### config.mk
export PLATFORM = sky130hd
export DESIGN_NAME = int_exec_stage
export DESIGN_NICKNAME = d
export VERILOG_FILES = /design/src/rtl/exu_pkg.sv /design/src/rtl/exu_decode.sv /design/src/rtl/exu_adder.sv /design/src/rtl/exu_shifter.sv /design/src/rtl/int_exec_stage.sv
export SDC_FILE = /design/constraint.sdc
export NUM_CORES = 1
export LEC_CHECK = 0
export BUFFER_PORTS_ARGS = -buffer_cell sky130_fd_sc_hd__buf_2
export CAP_MARGIN = 20
export CORE_ASPECT_RATIO = 1.25
export CORE_MARGIN = 10
export CORE_UTILIZATION = 45
export DETAILED_ROUTE_END_ITERATION = 8
export PLACE_DENSITY_LB_ADDON = 0.12
export SETUP_SLACK_MARGIN = 0.2
export SLEW_MARGIN = 20
export SYNTH_ARGS = -nofsm -noshare
export SYNTH_HDL_FRONTEND = slang
export SYNTH_HIERARCHICAL = 1
export SYNTH_SLANG_ARGS = --single-unit
### constraint.sdc
create_clock -name clk -period 5.4 [get_ports clk]
set_clock_uncertainty 0.1 [all_clocks]
set_input_delay 0.81 -clock clk [delete_from_list [all_inputs] [get_ports clk]]
set_output_delay 0.81 -clock clk [all_outputs]
set_load 0.005 [all_outputs]
### src/rtl/exu_pkg.sv
package exu_pkg;

    localparam int XLEN = 32;
    localparam int RIDX = 5;
    localparam int SHW  = $clog2(XLEN);

    localparam logic [5:0] OPC_REG  = 6'd0;
    localparam logic [5:0] OPC_ADDI = 6'd8;

    localparam logic [5:0] FN_SLL = 6'd0;
    localparam logic [5:0] FN_SRL = 6'd2;
    localparam logic [5:0] FN_SRA = 6'd3;
    localparam logic [5:0] FN_ADD = 6'd32;
    localparam logic [5:0] FN_SUB = 6'd34;
    localparam logic [5:0] FN_AND = 6'd36;
    localparam logic [5:0] FN_OR  = 6'd37;
    localparam logic [5:0] FN_NOR = 6'd39;

    typedef enum logic [3:0] {
        OP_ADD, OP_SUB, OP_AND, OP_OR, OP_NOR,
        OP_SLL, OP_SRL, OP_SRA, OP_ADDI, OP_BAD
    } alu_op_e;

    typedef struct packed {
        alu_op_e         op;
        logic [RIDX-1:0] idx_a;
        logic [RIDX-1:0] idx_b;
        logic [RIDX-1:0] dst;
        logic [SHW-1:0]  shamt;
        logic [15:0]     imm;
        logic            wen;
        logic            bad;
    } dec_t;

    typedef struct packed {
        logic [XLEN-1:0] res;
        logic [RIDX-1:0] dst;
        logic            wen;
        logic            bad;
    } stage_t;

endpackage

### src/rtl/exu_decode.sv
module exu_decode
    import exu_pkg::*;
(
    input  logic [31:0] instr,
    output dec_t        dec
);
    logic [5:0] opc;
    logic [5:0] fn;

    always_comb begin
        opc       = instr[31:26];
        fn        = instr[5:0];
        dec       = '0;
        dec.idx_a = instr[25:21];
        dec.idx_b = instr[20:16];
        dec.shamt = instr[10:6];
        dec.imm   = instr[15:0];
        dec.op    = OP_BAD;
        dec.dst   = instr[15:11];
        unique case (opc)
            OPC_REG: begin
                unique case (fn)
                    FN_ADD:  dec.op = OP_ADD;
                    FN_SUB:  dec.op = OP_SUB;
                    FN_AND:  dec.op = OP_AND;
                    FN_OR:   dec.op = OP_OR;
                    FN_NOR:  dec.op = OP_NOR;
                    FN_SLL:  dec.op = OP_SLL;
                    FN_SRL:  dec.op = OP_SRL;
                    FN_SRA:  dec.op = OP_SRA;
                    default: dec.op = OP_BAD;
                endcase
            end
            OPC_ADDI: begin
                dec.op  = OP_ADDI;
                dec.dst = instr[20:16];
            end
            default: dec.op = OP_BAD;
        endcase
        dec.bad = (dec.op == OP_BAD);
        dec.wen = !dec.bad && (dec.dst != '0);
    end
endmodule

### src/rtl/exu_adder.sv
module exu_adder #(
    parameter int W = 32
) (
    input  logic [W-1:0] a,
    input  logic [W-1:0] b,
    input  logic         sub,
    output logic [W-1:0] sum
);
    logic [W-1:0] b_eff;

    always_comb begin
        b_eff = sub ? ~b : b;
        sum   = a + b_eff + {{(W-1){1'b0}}, sub};
    end
endmodule

### src/rtl/exu_shifter.sv
module exu_shifter #(
    parameter int W  = 32,
    parameter int SW = $clog2(W)
) (
    input  logic [W-1:0]  din,
    input  logic [SW-1:0] amt,
    input  logic          right,
    input  logic          arith,
    output logic [W-1:0]  dout
);
    logic [W-1:0] pre;
    logic [W-1:0] stg [0:SW];
    logic         fill;

    assign fill = right & arith & din[W-1];

    for (genvar i = 0; i < W; i++) begin : g_pre
        assign pre[i] = right ? din[i] : din[W-1-i];
    end

    assign stg[0] = pre;

    for (genvar s = 0; s < SW; s++) begin : g_stage
        localparam int D = 1 << s;
        assign stg[s+1] = amt[s] ? {{D{fill}}, stg[s][W-1:D]} : stg[s];
    end

    for (genvar i = 0; i < W; i++) begin : g_post
        assign dout[i] = right ? stg[SW][i] : stg[SW][W-1-i];
    end
endmodule

### src/rtl/int_exec_stage.sv
module int_exec_stage
    import exu_pkg::*;
(
    input  logic        clk,
    input  logic        rst_n,
    input  logic [31:0] instr,
    input  logic [31:0] src_a,
    input  logic [31:0] src_b,
    output logic [31:0] res,
    output logic [4:0]  dst,
    output logic        wr_en,
    output logic        illegal
);
    dec_t            dec;
    stage_t          st_d, st_q;
    logic [XLEN-1:0] a_val, b_val, imm_ext, add_b, sum_v, shf_v;
    logic            is_sub, is_right, is_arith;

    exu_decode u_dec (.instr(instr), .dec(dec));

    assign a_val    = (dec.idx_a == '0) ? '0 : src_a;
    assign b_val    = (dec.idx_b == '0) ? '0 : src_b;
    assign imm_ext  = {{(XLEN-16){dec.imm[15]}}, dec.imm};
    assign add_b    = (dec.op == OP_ADDI) ? imm_ext : b_val;
    assign is_sub   = (dec.op == OP_SUB);
    assign is_right = (dec.op == OP_SRL) || (dec.op == OP_SRA);
    assign is_arith = (dec.op == OP_SRA);

    exu_adder #(.W(XLEN)) u_add (
        .a(a_val), .b(add_b), .sub(is_sub), .sum(sum_v)
    );

    exu_shifter #(.W(XLEN), .SW(SHW)) u_shf (
        .din(b_val), .amt(dec.shamt), .right(is_right),
        .arith(is_arith), .dout(shf_v)
    );

    always_comb begin
        st_d     = '0;
        st_d.dst = dec.dst;
        st_d.wen = dec.wen;
        st_d.bad = dec.bad;
        unique case (dec.op)
            OP_ADD, OP_SUB, OP_ADDI: st_d.res = sum_v;
            OP_AND:                  st_d.res = a_val & b_val;
            OP_OR:                   st_d.res = a_val | b_val;
            OP_NOR:                  st_d.res = ~(a_val | b_val);
            OP_SLL, OP_SRL, OP_SRA:  st_d.res = shf_v;
            default:                 st_d.res = '0;
        endcase
    end

    always_ff @(posedge clk) begin
        if (!rst_n) st_q <= '0;
        else        st_q <= st_d;
    end

    assign res     = st_q.res;
    assign dst     = st_q.dst;
    assign wr_en   = st_q.wen;
    assign illegal = st_q.bad;


    a_r10_illegal_quiet: assert property (@(posedge clk) disable iff (!rst_n)
        illegal |-> (!wr_en && res == '0));


    a_r9_no_zero_write: assert property (@(posedge clk) disable iff (!rst_n)
        wr_en |-> (dst != '0));


    a_r7_addi_dst: assert property (@(posedge clk) disable iff (!rst_n)
        $past(rst_n) && ($past(instr[31:26]) == 6'd8) |-> (dst == $past(instr[20:16])));


    a_r6_sra_sign: assert property (@(posedge clk) disable iff (!rst_n)
        $past(rst_n) && ($past(instr[31:26]) == 6'd0) && ($past(instr[5:0]) == 6'd3)
        && ($past(instr[20:16]) != 5'd0) |-> (res[31] == $past(src_b[31])));


    a_r8_zero_regs_or: assert property (@(posedge clk) disable iff (!rst_n)
        $past(rst_n) && ($past(instr[31:26]) == 6'd0) && ($past(instr[5:0]) == 6'd37)
        && ($past(instr[25:16]) == 10'd0) |-> (res == '0));
endmodule

==> key figures, run 1 <==
Global route
  – Largest net degree at the start of global routing: 67
  – First-pass GRT wire length: between 60 and 70 mm
  – All-Layer GR Usage: between 30 and 40%
  – Vias in the first global route: 10.91k
  – Initial antenna violation count: 0
  – Overflow after GRT: 0

Clock network
  – Clock sink count: 39
  – Root Driver: clkbuf_16
  – CTS buffer count: 5
  – CTS tree: done
  – H-tree depth: 2
  – Clk slew on worst S/H paths: 70 ps
  – # hold bufs at CTS: 0
  – Clk buf depth: 2

Yosys
  – Sequential area share after synthesis: just over 8%
  – Cells after synthesis: 1304
  – Adder-cell area share of the yosys netlist: under 10%
  – Register bit total from synthesis: 39
  – Synth area leaders: dfxtp_1 (8.1%), mux2i_1 (5.4%), mux4_2 (4.6%)
  – YS warnings: 6
  – Post-synthesis mux area share: between 10% and 20%
  – Synth area leader: dfxtp_1
  – Synth Area in Compound Gates: 32.74%
  – Mapped Nets: 1436
  – Main combinational cell family by area after synthesis: compound AO/OA/AOI/OAI gates
  – Main synth FF type: dfxtp_1
  – Most common cell in the netlist: nand2_1
  – Number of flops mapped to enable cells by yosys: 0
  – Top cells by count, synth: nand2_1 (100), nor2_1 (94), o21ai_0 (88), nand3_1 (86), and2_1 (64)
  – Post-Syn Area: around 9700 um^2
  – Xor and xnor area share after synthesis: about 5.4%
  – Yosys cell types: 96
  – Post-synthesis simple-gate area fraction: 22.74%
  – Ys async rst share: 0%
  – Post-synth top area share: between 8 and 9%
  – Post-synthesis area per instance: approximately 7.4 um^2

Worst setup path
  – Critical path buffers and inverters: 2
  – Max incr delay on CP: roughly 530 ps
  – Worst path most repeated cell: a21oi_1
  – CP required: between 5000 and 6000 ps
  – Critical path's top delay family: compound AO/OA/AOI/OAI gates
  – CP Depth: 19
  – Critical Path Source Type: primary input
  – Worst setup EP type: flip-flop
  – Crit path from: instr[27]
  – Critical Path Sink: res[19]
  – CP max FO: 12
  – CP cell instances: buf_2 -> or4_4 -> nor2_4 -> nand2_1 -> a21oi_1 -> nor3_2 -> and2_1 -> buf_4 -> mux2_2 -> xor2_1 -> ha_1 -> a21oi_1 -> o21ai_0 -> a2111oi_2 -> o21ai_1 -> a21oi_2 -> xnor2_1 -> a22oi_1 -> a41oi_1
  – Crit path arrival time: ~5000 ps
  – Critical Path Slowest Stage Cell: or4_4
  – Setup CP Type: in2reg

Floorplanning
  – Full die area: around 28000 um^2
  – Chip width: ~150 um
  – Die Height: between 150 and 200 um
  – FP Rows: slightly below 60
  – IO Pins: about 140
  – Starting Density: 46.05%
  – Core area: ~21000 um^2

Timing
  – TNS Setup: 0 ps
  – Fin crit share: around 94%
  – Final hold vios: 0
  – Slew headroom: 37.50%
  – Final Max Slew Viols: 0
  – Worst-margin pin slew: between 900 and 1000 ps
  – RSZ-0062 raised after global routing: false
  – Final critical-path required period: between 5000 and 6000 ps
  – Fmax: about 0.20 GHz
  – Setup violations, final: 0

Finish
  – Layout area overhead: 10.41%
  – Finished Layout Cells: 1656
  – Layout cell share with drive strength beyond 1: 23.81%
  – N_diodes: 0
  – Fillers: approximately 2.2k
  – Final #Nets: 1513

Drt
  – Via count: 11.19k
  – Pre-Repair DR Iteration Count: 6
  – Vias per cell: slightly below 7
  – Final ANT Viol Nets: 0
  – DRC: 0
  – Post-Route WL: about 44 mm
  – WL per Instance: between 20 and 30 um
  – Initial DRC count: 1131

Placement
  – HPWL after DPL: between 30 and 40 mm
  – Number of port buffers: roughly 140
  – Inst Count DP: approximately 1.6k
  – GPL Wtd Cong: 1.012

Worst hold path
  – Worst min path class: in2reg

Run
  – Max-cap violations: 0

Power
  – Max VDD drop: between 0.0001 and 0.00015 V
  – PD cells: roughly 140 nW/um^2
  – Leak pwr: around 0.0044 uW

Run status
  – Outcome: complete, no violations
[cell families after synthesis]
family | after synthesis
AOI/OAI and AO/OA | 434
and+or+nand+nor | 438
buffers and inverters | 170
DFF | 39
xor gates and xnor gates | 60
muxes | 129
adders and majority gates | 34
[per-layer routing]
| layer | GRT usage [%] | routed length (um) | vias to the layer above |
|---|---|---|---|
| li1 | - | - | 5074 |
| met1 | 34.75 | 16760 | 5354 |
| met2 | 52.22 | 21430 | 631 |
| met3 | 4.286 | 3213 | 128 |
| met4 | 16.93 | 2635 | 0 |
| met5 | 0 | 0 | - |
[state kept, by name (all words and copies together), names as in the netlist]
register and cells:
dst 5, illegal 1, res 32, wr_en 1
[what timing repair did]
action	in CTS	in global routing
gates resized for setup	0	7
setup buffers	0	0
setup endpoints to repair	0	14
[layout by cell type (no fill, tap or decap), drive strengths merged, types with 8 or more instances in the layout]
master and n:
nor2 98, a31oi 9, o22ai 16, nor3 13, and2 65, o21a 11, a211oi 12, a22oi 51
mux2 55, a21o 20, o21ai 105, dfxtp 39, o211ai 15, clkbuf 8, nor2b 13, mux2i 54
or3 8, nand2 101, nand4 8, and3 10, xor2 42, nand2b 12, a41oi 32, nand3 87
mux4 20, a221o 35, buf 210, a21oi 59, ha 33, xnor2 18, inv 30
[final cells by class]
type                            instances  area (um^2)  area share (%)
Timing Repair Buffer                  210         1261           11.79
Inverter                               30        112.6           1.053
Clock buffer                            8        156.4           1.462
Sequential cell                        39        780.7           7.298
Multi-Input combinational cell       1095         8044           75.19
Tap cell                              274        342.8           3.205
[metrics by stage]
stage | hold WS, ps | area [um^2] | total power [uW] | util [%] | setup WS [ps]
6_report | 731.4 | 10700 | 1527 | 50.85 | 335.2
5_1_grt | 757.5 | 10700 | 1585 | 50.85 | 186.8
4_1_cts | 736.0 | 10680 | 1498 | 50.75 | 398.1
3_5_place_dp | 1037 | 10520 | 1155 | 50.00 | 99.63
3_3_place_gp | 1043 | 10520 | 1158 | 50.00 | 143.8
2_1_floorplan | 831.7 | 9689 | 886.5 | - | 398.2
[how the worst min path moves through the flow]
stage / startpoint / endpoint / slack (ps) / cells after the start
finish: rst_n / wr_en / 730 / 2
floorplan: rst_n / dst[0] / 830 / 1
global route: rst_n / dst[0] / 760 / 2
global placement: rst_n / dst[3] / 1040 / 2
detailed placement: rst_n / dst[4] / 1040 / 2
CTS: rst_n / wr_en / 740 / 2
[power breakdown]
part | total (uW) | switching (uW) | internal (uW)
Combinational | 895 | 548 | 347
Clock | 341 | 143 | 198
Sequential | 291 | 0.568 | 290
Total | 1530 | 692 | 835
(Power assumes the default switching activity.)
==> inputs of run 2 (changes only) <==
--- a/config.mk
+++ b/config.mk
@@ -9,7 +9,7 @@
 export CAP_MARGIN = 20
 export CORE_ASPECT_RATIO = 1.25
 export CORE_MARGIN = 10
-export CORE_UTILIZATION = 45
+export CORE_UTILIZATION = 61
 export DETAILED_ROUTE_END_ITERATION = 8
 export PLACE_DENSITY_LB_ADDON = 0.12
 export SETUP_SLACK_MARGIN = 0.2
==> run 2 against run 1 <==
Compared with the run above:
- maximum frequency shrank 1.4%
- die area shrank 23%
- wire length shrank 4.5%
- largest cell class unchanged
- hold slack gained 10 ps
- combinational power is essentially flat
==> key figures, run 2 (synthesis results as in run 1) <==
Drt
  – Metal3 WL: 4.639 mm (+44%)
  – Final ANT Viol Nets: 0 (unchanged)
  – Wire length on met1: 14.43 mm (-14%)
  – Met2 routed wirelength: 19.13 mm (-11%)
  – WL per Instance: 26.48 um (-0.41%)
  – Post-Route WL: 42.06 mm (-4.5%)
  – Via count: 11.78k (+5.3%)
  – DRC: 0 (unchanged)
  – Pre-Repair DR Iteration Count: 7 (+1)
  – Initial DRC count: 1742 (+54%)
  – Highest routed layer: met4
  – Vias per cell: 7.416 (+9.8%)

Worst setup path
  – CP cell instances: buf_2 -> or4_4 -> nor2_4 -> nand2_1 -> a21oi_2 -> nor3_4 -> and2_2 -> buf_4 -> mux2_2 -> xor2_1 -> ha_2 -> nand4_1 -> nor3_2 -> o21ai_0 -> o21ai_1 -> a21oi_1 -> xnor2_1 -> a22oi_1 -> a41oi_1
  – CP max FO: 11 (-1)
  – Setup CP Type: in2reg
  – CP required: 5440 ps (about the same)
  – Crit path arrival time: 5180 ps (+70 ps)
  – Worst setup EP type: flip-flop
  – Critical Path Slowest Stage Cell: or4_4
  – Critical Path Source Type: primary input
  – Max incr delay on CP: 540 ps (about the same)

Finish
  – N_diodes: 0 (unchanged)
  – Most common cell after layout, fill and taps aside: buf_2
  – Fillers: 1400 (-35%)
  – Most frequent cells in the layout: buf_2 (136), nand2_1 (97), nor2_1 (94)
  – Layout cell share with drive strength beyond 1: 23.91% (+0.10 points)
  – Final #Nets: 1509 (-0.26%)
  – Layout area overhead: 9.350%
  – Reg area: 780.7 um^2 (unchanged)
  – Area of the multi-input gates: 8074 um^2 (+0.37%)
  – Max FFs per register: 32 (unchanged)
  – Final core utilization: 68.05% (+17 points)

Timing
  – Fin crit share: 95.15% (+1.4 points)
  – Fmax: 0.1946 GHz (-1.4%)
  – Final Max Slew Viols: 0 (unchanged)
  – Final hold vios: 0 (unchanged)
  – Worst-margin pin slew: 1121 ps (+183.8 ps)
  – TNS Setup: 0 ps (unchanged)
  – Final worst slack: 261.8 ps (-73.41 ps)
  – Setup violations, final: 0 (unchanged)
  – RSZ-0062 raised after global routing: true
  – Slew headroom: 25.25% (-12 points)
  – Final critical-path required period: 5138 ps (+73.41 ps)

Global route
  – Largest net degree at the start of global routing: 54 (-19%)
  – All-Layer GR Usage: 36.83% (+6.6 points)
  – First-pass GRT wire length: 63.53 mm (-3.5%)
  – Overflow after GRT: 0 (unchanged)
  – Vias in the first global route: 11.08k (+1.5%)
  – Initial antenna violation count: 0 (unchanged)

Clock network
  – CTS buffer count: 5 (unchanged)
  – Root Driver: clkbuf_16
  – Clk slew on worst S/H paths: 60 ps (about the same)
  – H-tree depth: 2 (unchanged)
  – Clk buf depth: 2 (unchanged)
  – # hold bufs at CTS: 0 (unchanged)
  – CTS tree: done
  – Clock sink count: 39 (unchanged)

Floorplanning
  – Full die area: 21360 um^2 (-23%)
  – FP Rows: 51 (-14%)
  – Starting Density: 62.23% (+16 points)
  – Chip width: 132.7 um (-12%)
  – IO Pins: 137 (unchanged)
  – Die Height: 160.9 um (-13%)
  – Core area: 15570 um^2 (-26%)

Placement
  – Number of port buffers: 136 (unchanged)
  – GPL Wtd Cong: 1.059 (+4.7%)
  – Setup WS pre-CTS: -30.89 ps (-130.5 ps)
  – HPWL after DPL: 32.43 mm (-5.4%)

Run status
  – Outcome: complete, no violations

Power
  – Leak pwr: 0.004349 uW (-0.80%)
  – Max VDD drop: 0.0001402 V (+27%)
  – PD cells: 140.2 nW/um^2 (-1.8%)

Worst hold path
  – Worst min path class: in2reg

Run
  – Max-cap violations: 0 (unchanged)
[run 2: layout make-up]
cell class                 count  share of cell area [%]
clock buffer                   6                   1.216
sequential                    39                   7.369
inverter                      30                   1.063
timing repair buffer         206                   11.64
multi-input combinational   1095                   76.20
tap                          212                   2.504
[run 2: path summary, 6_finish.rpt]
path | cells past startpoint | to | startpoint | slack (ps)
worst max-delay path | 19 | res[21] | instr[27] | 260
worst min-delay path | 2 | dst[4] | rst_n | 740
[run 2: critical path, delay by kind of cell]
kind            cells  cell delay [ps]
compound gates      6             1220
buf+inv             2              290
simple gates        7             1800
xor+xnor            2              310
fa+ha+maj           1              440
mux                 1              290
[run 2: what timing repair did]
action / 4_1_cts / 5_1_grt
buffers inserted: 0 / 0
endpoints found under the hold margin: 0 / 0
gates resized for setup: 0 / 18
endpoints found under the setup margin: 0 / 26
[run 2: per-stage QoR]
| stage | hold WS, ps | instances | cell area (um^2) | total power [uW] |
|---|---|---|---|---|
| after floorplan | 831.7 | 1304 | 9689 | 886.5 |
| after global placement | 1031 | 1582 | 10400 | 1133 |
| after detailed placement | 1033 | 1582 | 10400 | 1139 |
| after CTS | 737.4 | 1588 | 10530 | 1434 |
| after global routing | 768.1 | 1588 | 10600 | 1536 |
| final | 741.4 | 1588 | 10600 | 1485 |
[run 2: where the power goes]
part | internal, uW | switching (uW)
registers | 290 | 0.693
logic | 344 | 549
clock network | 167 | 133
[run 2: per-layer routing]
metal,vias up,track usage (%)
met5,-,0
met4,0,27.25
met3,297,8.427
met2,1007,60.78
met1,5399,40.58
li1,5073,-
